==> src/rtl/ds3_oh_pkg.sv <==
package ds3_oh_pkg;

    typedef enum logic [1:0] {
        ST_WAIT,
        ST_OH,
        ST_PAY
    } pos_state_e;

    typedef enum logic [3:0] {
        SL_RAW,
        SL_PAY,
        SL_X,
        SL_P,
        SL_M,
        SL_F,
        SL_CONE,
        SL_FEAC,
        SL_CPAR,
        SL_FEBE,
        SL_DL
    } slot_kind_e;

    typedef struct packed {
        slot_kind_e kind;
        logic       fixed;
    } slot_t;

endpackage

==> src/rtl/ds3_frame_pos.sv <==
module ds3_frame_pos
    import ds3_oh_pkg::*;
#(
    parameter int SUBFR = 7,
    parameter int BLKS  = 8,
    parameter int PAYB  = 84,
    localparam int SF_W = $clog2(SUBFR),
    localparam int BK_W = $clog2(BLKS),
    localparam int BT_W = $clog2(PAYB + 1)
) (
    input  logic            clk,
    input  logic            rst_n,
    input  logic            sof_in,
    output logic            cur_valid,
    output logic            cur_oh,
    output logic [SF_W-1:0] cur_sf,
    output logic [BK_W-1:0] cur_blk,
    output logic            frame_first,
    output logic            frame_last
);

    pos_state_e      state_q, state_d;
    logic [SF_W-1:0] sf_q;
    logic [BK_W-1:0] blk_q;
    logic [BT_W-1:0] bit_q, cur_bit;

    always_ff @(posedge clk or negedge rst_n) begin
        if (!rst_n) begin
            state_q <= ST_WAIT;
            sf_q    <= '0;
            blk_q   <= '0;
            bit_q   <= '0;
        end else begin
            state_q <= state_d;
            sf_q    <= cur_sf;
            blk_q   <= cur_blk;
            bit_q   <= cur_bit;
        end
    end

    always_comb begin
        state_d   = state_q;
        cur_valid = 1'b0;
        cur_sf    = sf_q;
        cur_blk   = blk_q;
        cur_bit   = bit_q;
        if (sof_in) begin
            state_d   = ST_OH;
            cur_valid = 1'b1;
            cur_sf    = '0;
            cur_blk   = '0;
            cur_bit   = '0;
        end else begin
            unique case (state_q)
                ST_WAIT: begin
                    state_d = ST_WAIT;
                end
                ST_OH: begin
                    cur_valid = 1'b1;
                    cur_bit   = BT_W'(1);
                    state_d   = ST_PAY;
                end
                ST_PAY: begin
                    cur_valid = 1'b1;
                    if (bit_q == BT_W'(PAYB)) begin
                        cur_bit = '0;
                        state_d = ST_OH;
                        if (blk_q == BK_W'(BLKS - 1)) begin
                            cur_blk = '0;
                            cur_sf  = (sf_q == SF_W'(SUBFR - 1)) ? '0 : sf_q + SF_W'(1);
                        end else begin
                            cur_blk = blk_q + BK_W'(1);
                        end
                    end else begin
                        cur_bit = bit_q + BT_W'(1);
                        state_d = ST_PAY;
                    end
                end
                default: begin
                    state_d = ST_WAIT;
                end
            endcase
        end
    end

    assign cur_oh      = cur_valid && (state_d == ST_OH);
    assign frame_first = cur_oh && (cur_sf == '0) && (cur_blk == '0);
    assign frame_last  = cur_valid && (cur_bit == BT_W'(PAYB))
                         && (cur_blk == BK_W'(BLKS - 1)) && (cur_sf == SF_W'(SUBFR - 1));

    // a start strobe always realigns the tracker to the frame origin
    p_sof_align_r10: assert property (@(posedge clk) disable iff (!rst_n)
        sof_in |=> (state_q == ST_OH) && (sf_q == '0) && (blk_q == '0) && (bit_q == '0));

    // the bit counter never leaves its block range
    p_bit_range_r10: assert property (@(posedge clk) disable iff (!rst_n)
        bit_q <= BT_W'(PAYB));

endmodule

==> src/rtl/ds3_slot_decode.sv <==
module ds3_slot_decode
    import ds3_oh_pkg::*;
#(
    parameter int SF_W = 3,
    parameter int BK_W = 3
) (
    input  logic            cur_valid,
    input  logic            cur_oh,
    input  logic [SF_W-1:0] cur_sf,
    input  logic [BK_W-1:0] cur_blk,
    output slot_t           slot
);

    int sf_i;
    int bk_i;

    always_comb begin
        sf_i       = int'(cur_sf);
        bk_i       = int'(cur_blk);
        slot.kind  = SL_RAW;
        slot.fixed = 1'b0;
        if (!cur_valid) begin
            slot.kind = SL_RAW;
        end else if (!cur_oh) begin
            slot.kind = SL_PAY;
        end else if (bk_i == 0) begin
            case (sf_i)
                0, 1:    slot.kind = SL_X;
                2, 3:    slot.kind = SL_P;
                default: begin
                    slot.kind  = SL_M;
                    slot.fixed = (sf_i == 5);
                end
            endcase
        end else if (cur_blk[0]) begin
            slot.kind  = SL_F;
            slot.fixed = (bk_i == 1) || (bk_i == 7);
        end else begin
            case (sf_i)
                0:       slot.kind = (bk_i == 6) ? SL_FEAC : SL_CONE;
                2:       slot.kind = SL_CPAR;
                3:       slot.kind = SL_FEBE;
                4:       slot.kind = SL_DL;
                default: slot.kind = SL_CONE;
            endcase
        end
    end

endmodule

==> src/rtl/ds3_par_febe.sv <==
module ds3_par_febe (
    input  logic clk,
    input  logic rst_n,
    input  logic cur_valid,
    input  logic is_pay,
    input  logic frame_first,
    input  logic frame_last,
    input  logic din,
    input  logic cp_err,
    output logic par_q,
    output logic febe_err_q
);

    logic acc_q;
    logic err_q;

    always_ff @(posedge clk or negedge rst_n) begin
        if (!rst_n) begin
            acc_q      <= 1'b0;
            err_q      <= 1'b0;
            par_q      <= 1'b0;
            febe_err_q <= 1'b0;
        end else if (frame_first) begin
            acc_q <= 1'b0;
            err_q <= cp_err;
        end else if (cur_valid) begin
            if (frame_last) begin
                par_q      <= acc_q ^ (is_pay & din);
                febe_err_q <= err_q | cp_err;
                acc_q      <= 1'b0;
                err_q      <= 1'b0;
            end else begin
                acc_q <= acc_q ^ (is_pay & din);
                err_q <= err_q | cp_err;
            end
        end
    end

    // an error reported in the closing bit of a frame marks that frame
    p_febe_latch_r6: assert property (@(posedge clk) disable iff (!rst_n)
        (cur_valid && frame_last && cp_err) |=> febe_err_q);

    // the stored parity only changes at a frame end
    p_par_hold_r1: assert property (@(posedge clk) disable iff (!rst_n)
        !(cur_valid && frame_last) |=> $stable(par_q));

endmodule

==> src/rtl/ds3_cbit_ohgen.sv <==
module ds3_cbit_ohgen
    import ds3_oh_pkg::*;
#(
    parameter int SUBFR = 7,
    parameter int BLKS  = 8,
    parameter int PAYB  = 84,
    localparam int SF_W = $clog2(SUBFR),
    localparam int BK_W = $clog2(BLKS)
) (
    input  logic       clk,
    input  logic       rst_n,
    input  logic       din,
    input  logic       sof_in,
    input  logic       frame_gen_en,
    input  logic       pbit_gen_en,
    input  logic       febe_auto,
    input  logic       febe_val,
    input  logic [3:0] rai_en,
    input  logic       los,
    input  logic       sef,
    input  logic       lof,
    input  logic       ais,
    input  logic       cp_err,
    input  logic       feac_bit,
    input  logic       dl_bit,
    output logic       dout,
    output logic       dout_sof,
    output logic       feac_take,
    output logic       dl_take
);

    logic            cur_valid, cur_oh, frame_first, frame_last;
    logic [SF_W-1:0] cur_sf;
    logic [BK_W-1:0] cur_blk;
    slot_t           slot;
    logic            par_q, febe_err_q;
    logic            rai_bit, febe_bit, dout_d;

    ds3_frame_pos #(
        .SUBFR (SUBFR),
        .BLKS  (BLKS),
        .PAYB  (PAYB)
    ) u_pos (
        .clk         (clk),
        .rst_n       (rst_n),
        .sof_in      (sof_in),
        .cur_valid   (cur_valid),
        .cur_oh      (cur_oh),
        .cur_sf      (cur_sf),
        .cur_blk     (cur_blk),
        .frame_first (frame_first),
        .frame_last  (frame_last)
    );

    ds3_slot_decode #(
        .SF_W (SF_W),
        .BK_W (BK_W)
    ) u_dec (
        .cur_valid (cur_valid),
        .cur_oh    (cur_oh),
        .cur_sf    (cur_sf),
        .cur_blk   (cur_blk),
        .slot      (slot)
    );

    ds3_par_febe u_par (
        .clk         (clk),
        .rst_n       (rst_n),
        .cur_valid   (cur_valid),
        .is_pay      (slot.kind == SL_PAY),
        .frame_first (frame_first),
        .frame_last  (frame_last),
        .din         (din),
        .cp_err      (cp_err),
        .par_q       (par_q),
        .febe_err_q  (febe_err_q)
    );

    assign rai_bit  = ~|(rai_en & {ais, lof, sef, los});
    assign febe_bit = febe_auto ? ~febe_err_q : febe_val;

    always_comb begin
        dout_d = din;
        if (frame_gen_en) begin
            unique case (slot.kind)
                SL_RAW, SL_PAY: dout_d = din;
                SL_X:           dout_d = rai_bit;
                SL_P, SL_CPAR:  dout_d = par_q;
                SL_M, SL_F:     dout_d = slot.fixed;
                SL_CONE:        dout_d = 1'b1;
                SL_FEAC:        dout_d = feac_bit;
                SL_FEBE:        dout_d = febe_bit;
                SL_DL:          dout_d = dl_bit;
                default:        dout_d = din;
            endcase
        end else if (pbit_gen_en && (slot.kind == SL_P)) begin
            dout_d = par_q;
        end
    end

    assign feac_take = frame_gen_en && (slot.kind == SL_FEAC);
    assign dl_take   = frame_gen_en && (slot.kind == SL_DL);

    always_ff @(posedge clk or negedge rst_n) begin
        if (!rst_n) begin
            dout     <= 1'b0;
            dout_sof <= 1'b0;
        end else begin
            dout     <= dout_d;
            dout_sof <= frame_first;
        end
    end

    // P-bit slots carry the stored parity whenever either enable is set
    p_pbit_par_r1: assert property (@(posedge clk) disable iff (!rst_n)
        ((slot.kind == SL_P) && (frame_gen_en || pbit_gen_en)) |=> (dout == $past(par_q)));

    // with both enables off the stream is a one-cycle delay of the input
    p_pass_r9: assert property (@(posedge clk) disable iff (!rst_n)
        (!frame_gen_en && !pbit_gen_en) |=> (dout == $past(din)));

    // payload bits are never altered
    p_payload_r10: assert property (@(posedge clk) disable iff (!rst_n)
        (slot.kind == SL_PAY) |=> (dout == $past(din)));

    // a taken FEAC bit appears on the output one cycle later
    p_feac_out_r4: assert property (@(posedge clk) disable iff (!rst_n)
        feac_take |=> (dout == $past(feac_bit)));

    // unused C-bit slots are driven high under frame generation
    p_cone_r3: assert property (@(posedge clk) disable iff (!rst_n)
        ((slot.kind == SL_CONE) && frame_gen_en) |=> dout);

    // the two take strobes are never high together
    p_take_excl_r4: assert property (@(posedge clk) disable iff (!rst_n)
        $onehot0({feac_take, dl_take}));

endmodule

==> config.mk <==
export PLATFORM = sky130hd
export DESIGN_NAME = ds3_cbit_ohgen
export DESIGN_NICKNAME = d
export VERILOG_FILES = /design/src/rtl/ds3_oh_pkg.sv /design/src/rtl/ds3_frame_pos.sv /design/src/rtl/ds3_slot_decode.sv /design/src/rtl/ds3_par_febe.sv /design/src/rtl/ds3_cbit_ohgen.sv
export SDC_FILE = /design/constraint.sdc
export NUM_CORES = 1
export LEC_CHECK = 0
export ABC_CLOCK_PERIOD_IN_PS = 4200
export BUFFER_PORTS_ARGS = -buffer_cell sky130_fd_sc_hd__buf_2
export CORE_UTILIZATION = 40
export DETAILED_ROUTE_END_ITERATION = 7
export GPL_TIMING_DRIVEN = 0
export PLACE_DENSITY = 0.56
export REMOVE_ABC_BUFFERS = 1
export SYNTH_ARGS = -nofsm -noshare
export SYNTH_HDL_FRONTEND = slang
export SYNTH_SLANG_ARGS = --single-unit
==> constraint.sdc <==
create_clock -name clk -period 4.2 [get_ports clk]
set_input_delay 0.63 -clock clk [delete_from_list [all_inputs] [get_ports clk]]
set_output_delay 0.63 -clock clk [all_outputs]
set_load 0.05 [all_outputs]
# Word level (Yosys, flattened, before mapping)
# Cells that the tools add are included.
[word_totals] reg_bits=21 inputBits=19 output_inout_bits=4 elab_cells=107
[classes] add_sub_neg=3 eq_ne=27 n_mux=38 bitwise_logic=6 reduce_logical=23
[op_table] operator="3-bit 2-to-1 mux" count=9
[op_table] operator="3-bit == test (second input constant)" count=6
[op_table] operator="4-bit by 3-bit == test with 1-bit output (second input constant)" count=4
[op_table] operator="1-bit 2-to-1 mux" count=16
[op_table] operator="4-bit case mux with 4 select lines" count=1
[op_table] operator="7-bit == test (second input constant)" count=2
[op_table] operator="7-bit 2-to-1 mux" count=2
[op_table] operator="7-bit case mux with 2 select lines" count=1
[op_table] operator="3-bit by 2-bit == test with 1-bit output (second input constant)" count=4
[op_table] operator="4-bit == test (second input constant)" count=3
[op_table] operator="4-bit 2-to-1 mux" count=3
[op_table] operator="2-bit OR reduction" count=5
[op_table] operator="1-bit logical AND" count=9
[op_table] operator="3-bit zero test" count=3
[op_table] operator="4-bit by 2-bit == test with 1-bit output (second input constant)" count=2
[op_table] operator="4-bit OR reduction" count=2
[op_table] operator="7-bit by 1-bit adder with 7-bit output (second input constant)" count=1
[op_table] operator="1-bit case mux with 7 select lines" count=1
[op_table] operator="3-bit by 1-bit adder with 3-bit output (second input constant)" count=2
[op_table] operator="3-bit by 1-bit == test with 1-bit output (second input constant)" count=2
[op_table] operator="3-bit case mux with 2 select lines" count=1
[op_table] operator="5-bit 2-to-1 mux" count=1
[op_table] operator="4-bit AND" count=1
[op_table] operator="2-bit by 1-bit == test with 1-bit output (second input constant)" count=2
[op_table] operator="12 further kinds" count=14

# Depth between registers and ports, before layout
[depth] word_depth=18 depth_mapped=11 mapped_depth_nobuf=10

# Modules after synthesis
# Synthesis repeated with hierarchy kept, for this count alone.
[hier_totals] hier_cells=180 hier_area_um2=1575.3
[by_module_without_submodules] mod="ds3_frame_pos" n_inst=1 cells_per_inst=104 area_per_inst_um2=985.9 seq_area_each_um2=375.4
[by_module_without_submodules] mod="ds3_cbit_ohgen" n_inst=1 cells_per_inst=33 area_per_inst_um2=254.0 seq_area_each_um2=50.0
[by_module_without_submodules] mod="ds3_par_febe" n_inst=1 cells_per_inst=22 area_per_inst_um2=198.9 seq_area_each_um2=100.1
[by_module_without_submodules] mod="ds3_slot_decode" n_inst=1 cells_per_inst=21 area_per_inst_um2=136.4 seq_area_each_um2=0.0

# Worst setup path before layout
# No wires, ideal clock.
[synth_path] path_kind="reg2out" start="reg u_pos.bit_q[0]" end="out feac_take" arrival_ns=2.424 required_ns=3.570 setup_slack_ns=1.146 stages_incl_launch_ff=10 path_buffers=0 path_cell_list="dfrtp_1 -> inv_1 -> ha_1 -> nand3_1 -> nor2_4 -> mux2_2 -> nand3_1 -> a21boi_0 -> o41ai_1 -> and3_1"
[synth_between] elab_chain_len=13 elab_cells_between_ends=30 classes_between="eq/ne (8); mux (16); reduce/logical (6)"
[synth_lines] item="start: declaration" line="ds3_frame_pos.sv:25" rtl="logic [BT_W-1:0] bit_q, cur_bit;"
[synth_lines] item="start signal: assignment" line="ds3_frame_pos.sv:37" rtl="bit_q <= cur_bit;"
[synth_lines] item="7-bit == test (*)" line="ds3_frame_pos.sv:65" rtl="if (bit_q == BT_W'(PAYB)) begin"
[synth_lines] item="3-bit 2-to-1 mux" line="ds3_frame_pos.sv:65"
[synth_lines] item="3-bit 2-to-1 mux" line="ds3_frame_pos.sv:54" rtl="unique case (state_q)"
[synth_lines] item="3-bit 2-to-1 mux" line="ds3_frame_pos.sv:47" rtl="if (sof_in) begin"
[synth_lines] item="3-bit by 2-bit == test with 1-bit output" line="ds3_slot_decode.sv:40" rtl="0: slot.kind = (bk_i == 6) ? SL_FEAC : SL_CONE;"
[synth_lines] item="1-bit 2-to-1 mux" line="ds3_slot_decode.sv:40"
[synth_lines] item="4-bit case mux with 4 select lines" line="ds3_slot_decode.sv:39" rtl="case (sf_i)"
[synth_lines] item="4-bit 2-to-1 mux" line="ds3_slot_decode.sv:35" rtl="end else if (cur_blk[0]) begin"
[synth_lines] item="5-bit 2-to-1 mux" line="ds3_slot_decode.sv:26" rtl="end else if (bk_i == 0) begin"
[synth_lines] item="4-bit 2-to-1 mux (*)" line="ds3_slot_decode.sv:24" rtl="end else if (!cur_oh) begin"
[synth_lines] item="4-bit 2-to-1 mux (*)" line="ds3_slot_decode.sv:22" rtl="if (!cur_valid) begin"
[synth_lines] item="4-bit by 3-bit == test with 1-bit output (*)" line="ds3_cbit_ohgen.sv:101" rtl="assign feac_take = frame_gen_en && (slot.kind == SL_FEAC);"
[synth_lines] item="1-bit logical AND (*)" line="ds3_cbit_ohgen.sv:101"
[synth_lines] item="end: declaration" line="ds3_cbit_ohgen.sv:28" rtl="output logic feac_take,"
# Mark *: on every way between the ends. The rest lies on a longest branch, timed or not.

# Final worst setup path
# Same ends and word-level chain as after synthesis.

==> results.ini <==
[synth]
ys_ff_latch=21
async_reset_ff_share_pct=100
synthCells=198
syn_avg_cell_area_um2=8.32
synth-main-ff-cell=dfrtp_1
synth-edff-count=0
netlist_area_um2=1650
yosysWarnings=0
ys_types=54
yosysSeqAreaShare_pct=31.9

[timing]
finalMaxSlewViolations=0
worstMarginPinSlew_ps=531
hold_slack_ps=321
period_share_pct=89.1
hold_violations=0
clock.fmax_ghz=0.267
fin_setup_tns_ps=0
setup_ws_ps=459
finClkSkew_ps=6.74
timing.slew.headroom_pct=64.1
rsz0062_at_grt=false
fin_crit_ps=3740
setup_viol=0

[die]
fp.dieH_um=66.2
rows=22
core_area_um2=3800
io_pins=23
die_area_um2=4380
initial_core_util_pct=43.3
die_width_um=66.2

[route]
drc=0
num_vias=1533
wl_mm=4.02
firstDrtPassIters=4
viasPerCell=5.83
ant_nets=0
wire_per_inst_um=15.3
drt_iter0_markers=84

[grt]
grt_pass1_wl_mm=6.90
first_global_vias=1522
grt_overflow=0
grt_max_degree=23
antenna_found_initial=0
track_usage_pct=20.7

[clock_network]
clkSinkCount=21
cts_tree=yes
hold_buffers=0
root_buffer=clkbuf_8
worstSkewPairLatency_ps=260
htreeDepth=1
cts_inserted_buffers=3
clockBufferDepth=2
cts.repair.resized=0
post_cts_buffers=0
clk_pin_slew_worst_paths_ps=80

[layout]
area_delta_synth_final_pct=10.8
fin_nets=241
n_antenna_cell=0
drive_gt1_share_pct=16.7
n_fill_cell=390
final_core_utilization_pct=48.0

[critical_path]
cp-end-kind=output pin
crit_top_cell=nand3_1
crit_buf_inv=2
crit_family=simple AND/OR/NAND/NOR gates
path_cells=inv_1 > ha_1 > nand3_1 > nor2_4 > mux2_2 > nand3_1 > a21boi_0 > o41ai_1 > and3_1 > buf_2
required_ps=3570
path_class=reg2out
ff2ff_path_depth=10
path_depth=10
cp_max_fo=6
arrival_ps=3110
critPathSlowestCell=o41ai_1
startpoint_type=register
slowest_delay_ps=520

[placed_design]
place_ws_ps=800
hpwl_mm=3.15
port_buffers=22
place_congestion=0.855

[power_and_ir_drop]
p_leak_nw=0.737
p_per_area_nw_per_um2=223
finalPower_uw=407
peakVddDrop_mv=0.215

[min_path]
min_path_type=in2async

[run]
drv_cap=0

[status]
status=finished, final reports clean

==> metal layers <==
metal	routed length (um)	vias up	part of all wire, %	global-route usage (%)
met3	216	2	5.4	3.62
li1	-	768	-	-
met5	0	-	0	0
met2	1950	40	49	36.6
met1	1830	723	46	26.6
met4	18	0	0.45	2.66
==> worst paths after layout <==
kind	start	slack, ps	to
max	u_pos.bit_q[0]	460	feac_take
min	rst_n	320	u_pos.blk_q[1]
max reg2reg	u_pos.state_q[0]	1100	u_par.acc_q
min reg2reg	u_par.febe_err_q	530	u_par.febe_err_q
max in group asynchronous	rst_n	3530	u_pos.bit_q[5]
min in group clk	u_par.febe_err_q	530	u_par.febe_err_q
==> registers in the layout (all words and copies together), names as in the netlist, 2 cells and up <==
signal	flops
u_pos.bit_q	7
u_pos.blk_q	3
u_pos.sf_q	3
u_pos.state_q	2
==> area by class of cell <==
cell class	count	area, um^2	share of cell area (%)
Clock buffer	3	41.3	2.26
Sequential cell	21	526	28.8
Timing Repair Buffer	22	110	6.04
Clock inverter	1	7.51	0.412
Tap cell	48	60.1	3.29
Multi-Input combinational cell	157	1040	56.9
Inverter	11	41.3	2.26
==> worst register-to-register path, stage by stage, from the launching register on <==
cell,delay [ps]
dfrtp_1,360
inv_1,50
ha_1,490
and4b_1,290
or3_1,310
nand2_1,70
a32oi_1,100
a211o_1,250
or4_1,600
a31o_1,260
a32o_1,190
==> synthesized netlist by cell type, drive strengths merged (2+ instances only) <==
library cell	number	area (um^2)
nand3	9	45.0
or3	3	18.8
a31oi	3	18.8
o31ai	3	22.5
or4	5	41.3
mux2i	3	30.0
o21bai	2	15.0
nor2b	3	18.8
o21a	4	30.0
nor3	7	35.0
xor2	3	26.3
a31o	2	17.5
inv	11	41.3
and3	3	18.8
a22oi	4	30.0
o21ba	2	20.0
a21boi	2	15.0
nor2	19	78.8
buf	4	21.3
ha	6	75.1
nor4b	2	23.8
dfrtp	21	526
o21ai	9	45.0
xnor2	2	17.5
clkbuf	5	20.0
nand4	2	12.5
a211oi	4	30.0
a21oi	10	50.1
a211o	2	17.5
o32ai	2	17.5
nand2b	8	50.1
nand2	18	67.6
==> stage by stage <==
stage,cells,area (um^2)
global route,263,1820
detailed placement,259,1780
finish,263,1820
global placement,259,1780
floorplan,189,1610
CTS,263,1820
==> placed cells by master, fill, tap and decap left out, types with 2 or more instances in the layout <==
master     n
inv_1     11
a21oi_1   10
o31ai_1    3
ha_1       6
nor2_1    18
or3_1      3
buf_2     22
o21bai_1   2
or4_1      4
and3_1     3
clkbuf_8   3
nand2_1   18
mux2i_1    3
xor2_1     3
a22oi_1    4
nand4_1    2
nor3_1     7
a211o_1    2
nand2b_1   8
nor2b_1    3
o32ai_1    2
o21a_1     4
nand3_1    9
a21boi_0   2
o21ai_0    9
dfrtp_1   21
xnor2_1    2
a31oi_1    3
a211oi_1   4
o21ba_2    2
==> cell families after synthesis <==
logic type / after synthesis / synth area share, %
AND/OR/NAND/NOR: 88 / 30.6
AO/OA/AOI/OAI: 54 / 22.7
flip-flops: 21 / 31.9
buffers and inverters: 20 / 5.01
adder cells (fa/ha/maj): 6 / 4.56
XOR/XNOR: 5 / 2.66
multiplexers: 4 / 2.51
==> power breakdown <==
part / internal, mW / leakage (nW) / total, mW / switching, mW
clock network: 0.0670 / 0.0217 / 0.137 / 0.0698
logic: 0.0233 / 0.439 / 0.0595 / 0.0363
registers: 0.208 / 0.277 / 0.211 / 0.00321
total: 0.298 / 0.737 / 0.407 / 0.109
Power figures use the tool's default switching activity.
